### config.mk
export PLATFORM = sky130hd
export DESIGN_NAME = hazard_search_fifo
export DESIGN_NICKNAME = d
export VERILOG_FILES = /design/src/rtl/hsf_pkg.sv /design/src/rtl/hsf_ctrl.sv /design/src/rtl/hsf_store.sv /design/src/rtl/hsf_match.sv /design/src/rtl/hazard_search_fifo.sv
export SDC_FILE = /design/constraint.sdc
export NUM_CORES = 1
export LEC_CHECK = 0
export ABC_AREA = 0
export CAP_MARGIN = 15
export CORE_MARGIN = 2
export CORE_UTILIZATION = 36
export CTS_BUF_LIST = sky130_fd_sc_hd__clkbuf_8 sky130_fd_sc_hd__clkbuf_16
export DETAILED_ROUTE_END_ITERATION = 10
export GPL_TIMING_DRIVEN = 0
export SLEW_MARGIN = 10
export SYNTH_ARGS = -nofsm -noshare
export SYNTH_HDL_FRONTEND = slang
export SYNTH_SLANG_ARGS = --single-unit
### constraint.sdc
create_clock -name clk_i -period 3.6 [get_ports clk_i]
set_input_delay 0.72 -clock clk_i [delete_from_list [all_inputs] [get_ports clk_i]]
set_output_delay 0.72 -clock clk_i [all_outputs]
set_load 0.03 [all_outputs]
### src/rtl/hsf_pkg.sv
package hsf_pkg;
  localparam int VAL_W  = 32;
  localparam int NREGS  = 32;
  localparam int REG_W  = $clog2(NREGS);
  localparam int KIND_W = 2;
  localparam int PAY_W  = REG_W + 2 * VAL_W;
  localparam int ITEM_W = KIND_W + PAY_W;

  // field positions inside a template word
  localparam int KIND_LSB = PAY_W;
  localparam int DST_LSB  = 2 * VAL_W;

  typedef enum logic [KIND_W-1:0] {
    K_ADD   = 2'd0,
    K_BZ    = 2'd1,
    K_LOAD  = 2'd2,
    K_STORE = 2'd3
  } kind_e;

  typedef logic [REG_W-1:0]  reg_idx_t;
  typedef logic [ITEM_W-1:0] item_t;

  function automatic kind_e item_kind(item_t w);
    return kind_e'(w[KIND_LSB +: KIND_W]);
  endfunction

  function automatic reg_idx_t item_dst(item_t w);
    return w[DST_LSB +: REG_W];
  endfunction

  function automatic logic kind_writes_reg(kind_e k);
    return (k == K_ADD) || (k == K_LOAD);
  endfunction
endpackage

### src/rtl/hsf_ctrl.sv
module hsf_ctrl #(
  parameter int DEPTH = 2,
  localparam int PTR_W = (DEPTH > 1) ? $clog2(DEPTH) : 1,
  localparam int CNT_W = $clog2(DEPTH + 1)
) (
  input  logic             clk_i,
  input  logic             rst_ni,
  input  logic             enq_valid_i,
  input  logic             deq_i,
  input  logic             clear_i,
  output logic             enq_ready_o,
  output logic             not_empty_o,
  output logic             push_o,
  output logic             pop_o,
  output logic [PTR_W-1:0] wr_ptr_o,
  output logic [PTR_W-1:0] rd_ptr_o,
  output logic [CNT_W-1:0] count_o
);
  localparam logic [PTR_W-1:0] LAST_PTR = PTR_W'(DEPTH - 1);
  localparam logic [CNT_W-1:0] FULL_CNT = CNT_W'(DEPTH);

  logic [PTR_W-1:0] wr_q, rd_q;
  logic [CNT_W-1:0] cnt_q;
  logic full, empty;

  assign full  = (cnt_q == FULL_CNT);
  assign empty = (cnt_q == '0);

  assign pop_o       = deq_i & ~empty & ~clear_i;
  assign enq_ready_o = ~full | (deq_i & ~empty);
  // clear wins over a push in the same cycle
  assign push_o      = enq_valid_i & enq_ready_o & ~clear_i;

  function automatic logic [PTR_W-1:0] bump(logic [PTR_W-1:0] p);
    return (p == LAST_PTR) ? '0 : p + 1'b1;
  endfunction

  always_ff @(posedge clk_i or negedge rst_ni) begin
    if (!rst_ni) begin
      wr_q  <= '0;
      rd_q  <= '0;
      cnt_q <= '0;
    end else if (clear_i) begin
      wr_q  <= '0;
      rd_q  <= '0;
      cnt_q <= '0;
    end else begin
      if (push_o) wr_q <= bump(wr_q);
      if (pop_o)  rd_q <= bump(rd_q);
      case ({push_o, pop_o})
        2'b10:   cnt_q <= cnt_q + 1'b1;
        2'b01:   cnt_q <= cnt_q - 1'b1;
        default: cnt_q <= cnt_q;
      endcase
    end
  end

  assign not_empty_o = ~empty;
  assign wr_ptr_o    = wr_q;
  assign rd_ptr_o    = rd_q;
  assign count_o     = cnt_q;
endmodule

### src/rtl/hsf_store.sv
module hsf_store
  import hsf_pkg::*;
#(
  parameter int DEPTH = 2,
  localparam int PTR_W = (DEPTH > 1) ? $clog2(DEPTH) : 1
) (
  input  logic                  clk_i,
  input  logic                  rst_ni,
  input  logic                  push_i,
  input  logic                  pop_i,
  input  logic                  clear_i,
  input  logic [PTR_W-1:0]      wr_ptr_i,
  input  logic [PTR_W-1:0]      rd_ptr_i,
  input  item_t                 wr_item_i,
  output item_t                 head_o,
  output logic [DEPTH-1:0]      occ_o,
  output kind_e [DEPTH-1:0]     kind_o,
  output reg_idx_t [DEPTH-1:0]  dst_o
);
  item_t            mem_q [DEPTH];
  logic [DEPTH-1:0] occ_q;

  for (genvar i = 0; i < DEPTH; i++) begin : g_slot
    localparam logic [PTR_W-1:0] IDX = PTR_W'(i);

    always_ff @(posedge clk_i or negedge rst_ni) begin
      if (!rst_ni) begin
        mem_q[i] <= '0;
      end else if (push_i && !clear_i && wr_ptr_i == IDX) begin
        mem_q[i] <= wr_item_i;
      end
    end

    always_ff @(posedge clk_i or negedge rst_ni) begin
      if (!rst_ni) begin
        occ_q[i] <= 1'b0;
      end else if (clear_i) begin
        occ_q[i] <= 1'b0;
      end else if (push_i && wr_ptr_i == IDX) begin
        occ_q[i] <= 1'b1;
      end else if (pop_i && rd_ptr_i == IDX) begin
        occ_q[i] <= 1'b0;
      end
    end

    assign kind_o[i] = item_kind(mem_q[i]);
    assign dst_o[i]  = item_dst(mem_q[i]);
  end

  assign head_o = mem_q[rd_ptr_i];
  assign occ_o  = occ_q;
endmodule

### src/rtl/hsf_match.sv
module hsf_match
  import hsf_pkg::*;
#(
  parameter int DEPTH = 2
) (
  input  logic [DEPTH-1:0]     occ_i,
  input  kind_e [DEPTH-1:0]    kind_i,
  input  reg_idx_t [DEPTH-1:0] dst_i,
  input  reg_idx_t             key_i,
  output logic                 hit_o
);
  logic [DEPTH-1:0] slot_hit;

  for (genvar i = 0; i < DEPTH; i++) begin : g_cmp
    assign slot_hit[i] = occ_i[i] & kind_writes_reg(kind_i[i]) & (dst_i[i] == key_i);
  end

  assign hit_o = |slot_hit;
endmodule

### src/rtl/hazard_search_fifo.sv
module hazard_search_fifo
  import hsf_pkg::*;
#(
  parameter int DEPTH = 2,
  localparam int PTR_W = (DEPTH > 1) ? $clog2(DEPTH) : 1,
  localparam int CNT_W = $clog2(DEPTH + 1)
) (
  input  logic              clk_i,
  input  logic              rst_ni,
  input  logic              enq_valid_i,
  input  logic [ITEM_W-1:0] enq_item_i,
  output logic              enq_ready_o,
  input  logic              deq_i,
  output logic              head_valid_o,
  output logic [ITEM_W-1:0] head_item_o,
  input  logic              clear_i,
  input  logic [REG_W-1:0]  find_reg_i,
  output logic              find_hit_o
);
  logic             push, pop;
  logic [PTR_W-1:0] wr_ptr, rd_ptr;
  logic [CNT_W-1:0] count_q;
  logic [DEPTH-1:0] occ_q;
  kind_e [DEPTH-1:0]    slot_kind;
  reg_idx_t [DEPTH-1:0] slot_dst;

  hsf_ctrl #(.DEPTH(DEPTH)) u_ctrl (
    .clk_i       (clk_i),
    .rst_ni      (rst_ni),
    .enq_valid_i (enq_valid_i),
    .deq_i       (deq_i),
    .clear_i     (clear_i),
    .enq_ready_o (enq_ready_o),
    .not_empty_o (head_valid_o),
    .push_o      (push),
    .pop_o       (pop),
    .wr_ptr_o    (wr_ptr),
    .rd_ptr_o    (rd_ptr),
    .count_o     (count_q)
  );

  hsf_store #(.DEPTH(DEPTH)) u_store (
    .clk_i     (clk_i),
    .rst_ni    (rst_ni),
    .push_i    (push),
    .pop_i     (pop),
    .clear_i   (clear_i),
    .wr_ptr_i  (wr_ptr),
    .rd_ptr_i  (rd_ptr),
    .wr_item_i (enq_item_i),
    .head_o    (head_item_o),
    .occ_o     (occ_q),
    .kind_o    (slot_kind),
    .dst_o     (slot_dst)
  );

  hsf_match #(.DEPTH(DEPTH)) u_match (
    .occ_i  (occ_q),
    .kind_i (slot_kind),
    .dst_i  (slot_dst),
    .key_i  (find_reg_i),
    .hit_o  (find_hit_o)
  );
endmodule

# After elaboration in Yosys (flattened, before gate mapping)
# Cells that the tools add are included.
[totals]
input_bits = 81
ff_bits = 148
out_inout_bits = 74
[classes]
magnitude_cmp = 1
n_mux = 17
bitwise = 15
n_reduce_logical = 19
n_addsub = 4
eq_ne = 7
[op_table]
columns = ["op", "count"]
rows = [
  ["71-bit two-way mux", 3],
  ["1-bit two-way mux", 12],
  ["5-bit equality test", 2],
  ["3-bit nonzero test", 3],
  ["1-bit AND", 8],
  ["2-bit equality test, second input constant", 4],
  ["1-bit logical AND", 7],
  ["2-bit zero test", 3],
  ["1-bit inverter", 5],
  ["2-bit case mux with 2 select lines", 1],
  ["2-bit nonzero test", 2],
  ["1-bit adder, second input constant", 2],
  ["2-bit by 1-bit adder with 2-bit output, second input constant", 1],
  ["2-bit by 1-bit equality test with 1-bit output, second input constant", 1],
  ["2-bit greater-or-equal comparator, second input constant", 1],
  ["1-bit logical OR", 2],
  ["2-bit two-way mux", 1],
  ["1-bit inverter with 2-bit output", 1],
  ["2-bit OR reduction", 1],
  ["2-bit by 1-bit subtractor with 2-bit output, second input constant", 1],
  ["1-bit zero test", 1],
  ["1-bit bitwise OR", 1],
]

# Depth between registers and ports, before layout
# Gate-level depths: netlist of the first run.
[depth]
word_depth = 9
ltp_mapped = 5
mapped_depth_nobuf = 3

# Modules after synthesis
# Synthesis of the first run repeated with hierarchy kept, for this count alone.
[unflattened]
cells_unflattened = 444
area_unflattened_um2 = 7165.6
[modules_own_cells]
columns = ["mod", "cells_per_inst", "area_per_inst_um2", "n_inst", "seq_area_each_um2"]
rows = [
  ["hsf_store", 404, 6806.5, 1, 3603.5],
  ["hsf_ctrl", 25, 237.7, 1, 100.1],
  ["hsf_match", 15, 121.4, 1, 0.0],
]

# Least setup slack after synthesis of the first run
# No wires, ideal clock.
[synth_path]
kind = "input -> output"
startpoint = "input port find_reg_i[1]"
endpoint = "output port find_hit_o"
slack_ps = 1413
n_path_buf = 0
required_time_ps = 2880
arrival_time_ps = 1467
cell_stages = 3
cell_sequence = "xnor2_1 -> nand4_1 -> o22ai_1"
[synth_between]
elab_chain_len = 3
[synth_lines]
columns = ["element", "line", "rtl"]
rows = [
  ["start: declaration", "hazard_search_fifo.sv:17", "input logic [REG_W-1:0] find_reg_i,"],
  ["5-bit equality test", "hsf_match.sv:15", "assign slot_hit[i] = occ_i[i] & kind_writes_reg(kind_i[i]) & (dst_i[i] == key_i);"],
  ["1-bit AND", "hsf_match.sv:15", ""],
  ["2-bit OR reduction (*)", "hsf_match.sv:18", "assign hit_o = |slot_hit;"],
  ["end: declaration", "hazard_search_fifo.sv:18", "output logic find_hit_o"],
]
# Mark *: on every way between the ends. The rest lies on a longest branch, timed or not.

# Worst setup path in the final report of the first run
[layout_path]
startpoint = "register u_ctrl.rd_q, in the netlist u_ctrl.rd_ptr_o"
endpoint = "output port head_item_o[0]"
[layout_between]
elab_chain_len = 4
[layout_lines]
columns = ["element", "line", "rtl"]
rows = [
  ["start: declaration", "hsf_ctrl.sv:22", "logic [PTR_W-1:0] wr_q, rd_q;"],
  ["start signal: assignment", "hsf_ctrl.sv:49", "if (pop_o) rd_q <= bump(rd_q);"],
  ["1-bit inverter with 2-bit output (implied by the code)", "hsf_store.sv:50", "assign head_o = mem_q[rd_ptr_i];"],
  ["71-bit two-way mux (implied by the code) (3 in series)", "hsf_store.sv:50", ""],
  ["end: declaration", "hazard_search_fifo.sv:15", "output logic [ITEM_W-1:0] head_item_o,"],
]
# No other way between the ends. The select of a mux whose other input is x is not followed.

==> impl_metrics.ini, run 1 <==
[sta]
holdWs_ns = 0.2388
final_hold_viol_count = 0
tns_ns = 0
max_slew_margin_pct = 45.83
rsz0062_at_grt = no
layout_min_cycle_time_ns = 3.438
fin_ws_ns = 0.1615
finalClockSkew_ns = 0.01094
tightestPinTransition_ns = 0.8082
setup_viol = 0
slew_viol_final = 0
finalCritPeriodShare_pct = 95.51
max_freq_ghz = 0.2908

[grt]
grt_max_degree = 81
grt_use_total_pct = 15.61
grt_pass1_wl_mm = 24.61
grt_antenna_before_repair = 1
grt_pass1_vias = 4656
overflow = 0

[cts]
cts_resized = 0
clockBufferDepth = 2
cts-root-buf = clkbuf_16
clock-sinks = 148
cts.clk_slew.worst_paths_ns = 0.06
postCtsSetupRepairBufs = 0
insertion_delay_ns = 0.42
cts_made_buffers = 17
htree_levels = 4
cts_tree = yes
cts-hold-fix-buffers = 0

[min_path]
hold_path.class = in -> async

[power]
swShare_pct = 29.25
irDropWorstVdd_v = 0.0003358
intPower_w = 0.004154
switchingPower_w = 0.001717
power.share.clock_pct = 30.9
total_power_w = 0.005872
p_seq_share_pct = 38.4
leakage_nw = 4.063
comb_power_share_pct = 30.7
powerDensity_nw_per_um2 = 628.6

[floorplan]
die_w_um = 142.2
die_h_um = 142.2
std_cell_rows = 50
start_util_pct = 36.78
io-pin-count = 155
die-area_um2 = 20230
coreArea_um2 = 18710

[detailed_routing]
wirelength_mm = 15.08
wl_per_cell_um = 17.80
post-route-drc-count = 0
via_per_inst = 4.816
drtIter0Drc = 109
dr.pass1.iters = 4
drtAntennaViolNets = 0
num_vias = 4079

[yosys]
ys_async_sr_fraction_pct = 100.0
syn_inst = 428
syn-num-nets = 509
yosysUniqueCellTypes = 31
netlist_area_um2 = 6879
avgSynthCellArea_um2 = 16.07
synth-seq-cells = 148
seq_area_frac_synth_pct = 53.84
synth_warnings = 0
synth-edff-count = 0
ys.flop_type = dfrtp_1

[worst_setup_path]
crit_path_start_kind = flip-flop
cp_top_family = buffers and inverters
end_kind = primary output
required_ns = 2.88
cpPeakStageDelay_ns = 0.71
cpMaxStageDelayCell = dfrtp_1
crit_arrival_ns = 2.72
crit_fanout = 11
crit_type = reg -> out
path_cells = clkbuf_1, mux2_2, clkdlybuf4s50_1
critPathBufInv = 2

[place]
pre_cts_ws_ns = 0.3428
dp_hpwl_mm = 10.26
gp_congestion = 0.7179
io_buffers = 154

[status]
status = completed

[final_layout]
final_common_cell = clkdlybuf4s50_1
nFillCells = 1632
drive_gt1_share_pct = 43.23
layout_common_cells = 153 x clkdlybuf4s50_1, 148 x dfrtp_1, 144 x mux2_2, 69 x mux2_4, 17 x clkbuf_16
area_growth_pct = 35.79
nets = 682
antenna_cells = 0
post-route-util_pct = 49.94

[job]
drv_cap = 0
-- worst register-to-register path: stages, from the launching register on --
cell and delay, ns:
dfrtp_1 0.45, nor3b_2 0.22, nor3_2 0.67, buf_2 0.40
mux2_2 0.38
-- cell type report --
class	count	area, µm²	area share, %
clock buffer	18	439.2	4.701
multi-input combinational	254	2948	31.56
timing repair buffer	155	1574	16.85
clock inverter	13	160.2	1.714
tap	234	292.8	3.134
inverter	3	11.26	0.1205
buffer	22	212.7	2.277
sequential	148	3704	39.65
-- sequential cells by signal, summed over array words and instances, names as in the netlist --
register,flops
u_store.mem_q,128
u_store.dst_o,10
u_store.kind_o,4
u_ctrl.count_o,2
u_store.occ_o,2
u_ctrl.rd_ptr_o,1
u_ctrl.wr_ptr_o,1
-- cell usage after synthesis (3+ instances only) --
| master | count | area (µm²) |
|---|---|---|
| xnor2_1 | 10 | 87.58 |
| dfrtp_1 | 148 | 3704 |
| nand2_1 | 3 | 11.26 |
| mux2_2 | 144 | 1622 |
| mux2_4 | 69 | 1036 |
| buf_2 | 7 | 35.03 |
| a21oi_1 | 4 | 20.02 |
| buf_12 | 7 | 140.1 |
| clkbuf_1 | 8 | 30.03 |
-- routing by layer --
metal,track usage [%],vias up,routed length (µm),part of all wire [%]
met5,0,-,13,0.086
met4,4.474,2,159,1.1
met3,6.124,14,1151,7.6
met2,25.04,106,7048,47
met1,19.61,2081,6703,44
li1,-,1876,-,-
-- path summary, 6_finish.rpt --
kind                                               start                             to  slack [ns]  cells after the start
min reg2reg                u_store.mem_q[30]$_DFFE_PN0P_  u_store.mem_q[30]$_DFFE_PN0P_        0.50                      1
min in group clk_i         u_store.mem_q[30]$_DFFE_PN0P_  u_store.mem_q[30]$_DFFE_PN0P_        0.50                      1
max                          u_ctrl.rd_ptr_o$_DFFE_PN0P_                 head_item_o[0]        0.16                      3
max reg2reg                u_ctrl.count_o[1]$_DFFE_PN0P_  u_store.mem_q[17]$_DFFE_PN0P_        1.36                      4
min                                               rst_ni  u_store.mem_q[49]$_DFFE_PN0P_        0.24                      1
max in group asynchronous                         rst_ni  u_store.mem_q[72]$_DFFE_PN0P_        2.56                      2
-- cell families after synthesis --
group / share of synthesized area, %
simple gates: 1.673
compound gates: 0.8732
xor+xnor: 1.528
flops: 53.84
buf+inv: 3.310
mux: 38.78
-- power by group through the flow --
stage               logic [W]  clock network [W]  registers [W]
floorplan             0.00122                  0        0.00221
global placement      0.00180                  0        0.00225
detailed placement    0.00182                  0        0.00228
CTS                   0.00183            0.00186        0.00226
global route          0.00192            0.00193        0.00231
finish                0.00180            0.00181        0.00225
-- metrics by stage --
step / instance area, µm² / instances
finish: 9341 / 847
floorplan: 6879 / 428
CTS: 9341 / 847
global route: 9341 / 847
detailed placement: 8746 / 817
global placement: 8713 / 816
Power figures use the tool's default switching activity.
==> run 2, diff against run 1 <==
- GPL_ROUTABILITY_DRIVEN: not set -> 0
- HOLD_SLACK_MARGIN: not set -> 0.1
==> results of run 2 <==
The final DEF is identical to that of run 1; final timing and power are the same.
==> run 3, diff against run 2 <==
- CORE_UTILIZATION: 36 -> 45
- PLACE_DENSITY: not set -> 0.73
==> run 3 against run 2 <==
Core utilization rose by 12 points. Global-route usage rose by 2.8 points. First-iteration DRC count rose by 36%. Largest cell class unchanged. Largest power group unchanged. Highest routed layer is now met4.
==> impl_metrics.ini, run 3 (synthesis results as in run 1) <==
[status]
status = completed

[cts]
clockBufferDepth = 2
clock-sinks = 148
cts_made_buffers = 17
htree_levels = 4
cts-root-buf = clkbuf_16
cts.clk_slew.worst_paths_ns = 0.06
insertion_delay_ns = 0.41
cts_tree = yes
cts_resized = 0
postCtsSetupRepairBufs = 0

[worst_setup_path]
cpMaxStageDelayCell = dfrtp_1
r2r_setup_slack_ns = 1.39
cpPeakStageDelay_ns = 0.68
critPathBufInv = 2
crit_path_start_kind = flip-flop
required_ns = 2.88
cp_top_family = buffers and inverters
crit_fanout = 11
end_kind = primary output
crit_type = reg -> out
crit_arrival_ns = 2.68
path_cells = clkbuf_1, mux2_2, clkdlybuf4s50_1

[power]
switchingPower_w = 0.001718
irDropWorstVdd_v = 0.0004356
powerDensity_nw_per_um2 = 626.5
total_power_w = 0.005813
swShare_pct = 29.55
power.share.clock_pct = 30.2
leakage_nw = 4.047
comb_power_share_pct = 30.9
p_seq_share_pct = 38.9
intPower_w = 0.004096

[detailed_routing]
wl_per_cell_um = 17.70
drtAntennaViolNets = 0
wl_met3_um = 820
dr.pass1.iters = 4
post-route-drc-count = 0
drtIter0Drc = 148
met2_length_mm = 6.848
num_vias = 4101
via_per_inst = 5.113
wirelength_mm = 14.20
highest_layer = met4
wl_met1_mm = 6.382

[sta]
setup_viol = 0
rsz0062_at_grt = no
fin_ws_ns = 0.1986
max_slew_margin_pct = 47.78
max_freq_ghz = 0.2940
finalClockSkew_ns = 0.003713
finalCritPeriodShare_pct = 94.48
slew_viol_final = 0
holdWs_ns = 0.2753
final_hold_viol_count = 0
tightestPinTransition_ns = 0.7790
layout_min_cycle_time_ns = 3.401

[final_layout]
final_common_cell = clkdlybuf4s50_1
layout_common_cells = 153 x clkdlybuf4s50_1, 148 x dfrtp_1, 144 x mux2_2, 69 x mux2_4, 17 x clkbuf_16
antenna_cells = 0
largest-register = u_store.mem_q
nets = 682
design_area_um2 = 9279
largest_reg_flops = 128
post-route-util_pct = 61.49
area_growth_pct = 34.89
drive_gt1_share_pct = 43.65

[floorplan]
die_h_um = 127.6
die_w_um = 127.6
coreArea_um2 = 15090
die-area_um2 = 16290
std_cell_rows = 45
start_util_pct = 45.59
io-pin-count = 155

[place]
placed_area_um2 = 8688
dp_hpwl_mm = 9.613
pre_cts_ws_ns = 0.4056
io_buffers = 154

[grt]
grt_use_total_pct = 18.37
grt_pass1_vias = 4618
grt_antenna_before_repair = 0
overflow = 0
grt_max_degree = 78
grt_pass1_wl_mm = 23.62

[min_path]
hold_path.class = in -> async

[job]
drv_cap = 0
[run 3: layer usage]
| layer | vias to the layer above | GRT usage, % |
|---|---|---|
| met4 | 0 | 5.301 |
| met2 | 95 | 29.29 |
| met1 | 2112 | 24.08 |
| met3 | 11 | 6.114 |
| met5 | - | 0 |
| li1 | 1883 | - |
[run 3: power by group through the flow]
| stage | Sequential, W | Clock, W | Combinational, W |
|---|---|---|---|
| floorplan | 0.00221 | 0 | 0.00122 |
| global placement | 0.00225 | 0 | 0.00178 |
| detailed placement | 0.00228 | 0 | 0.00181 |
| CTS | 0.00226 | 0.00180 | 0.00182 |
| global route | 0.00231 | 0.00186 | 0.00191 |
| finish | 0.00226 | 0.00176 | 0.00180 |
[run 3: final cells by class]
type,count,area [µm²]
inverters,3,11.26
clock inverters,14,155.1
repair buffers,155,1574
clock buffers,18,439.2
multi-input cells,254,2948
fillers,1164,5811
plain buffers,22,212.7
flip-flops and latches,148,3704
well taps,188,235.2
[run 3: metrics by stage]
step	std cells	setup TNS, ns
after floorplan	428	0
after global placement	770	-583.74
after detailed placement	771	0
after CTS	802	0
after global routing	802	0
final	802	0
[run 3: worst reg2reg max path, cell delays in order, from the launching register on]
cell     delay, ns
dfrtp_1       0.45
nor3b_2       0.22
nor3_2        0.65
buf_2         0.40
mux2_2        0.38
[run 3: path summary, 6_finish.rpt]
check	start	endpoint	cells past startpoint
setup / recovery	u_ctrl.rd_ptr_o$_DFFE_PN0P_	head_item_o[0]	3
hold / removal	rst_ni	u_store.mem_q[116]$_DFFE_PN0P_	1
setup reg to reg	u_ctrl.count_o[1]$_DFFE_PN0P_	u_store.mem_q[34]$_DFFE_PN0P_	4
hold reg to reg	u_store.mem_q[28]$_DFFE_PN0P_	u_store.mem_q[28]$_DFFE_PN0P_	1
max in group asynchronous	rst_ni	u_store.mem_q[9]$_DFFE_PN0P_	2
min in group clk_i	u_store.mem_q[28]$_DFFE_PN0P_	u_store.mem_q[28]$_DFFE_PN0P_	1
[run 3: what timing repair did]
action                                  CTS  global route
endpoints found under the setup margin   50             0
hold endpoints to repair                  0             0
hold buffers                              0             0
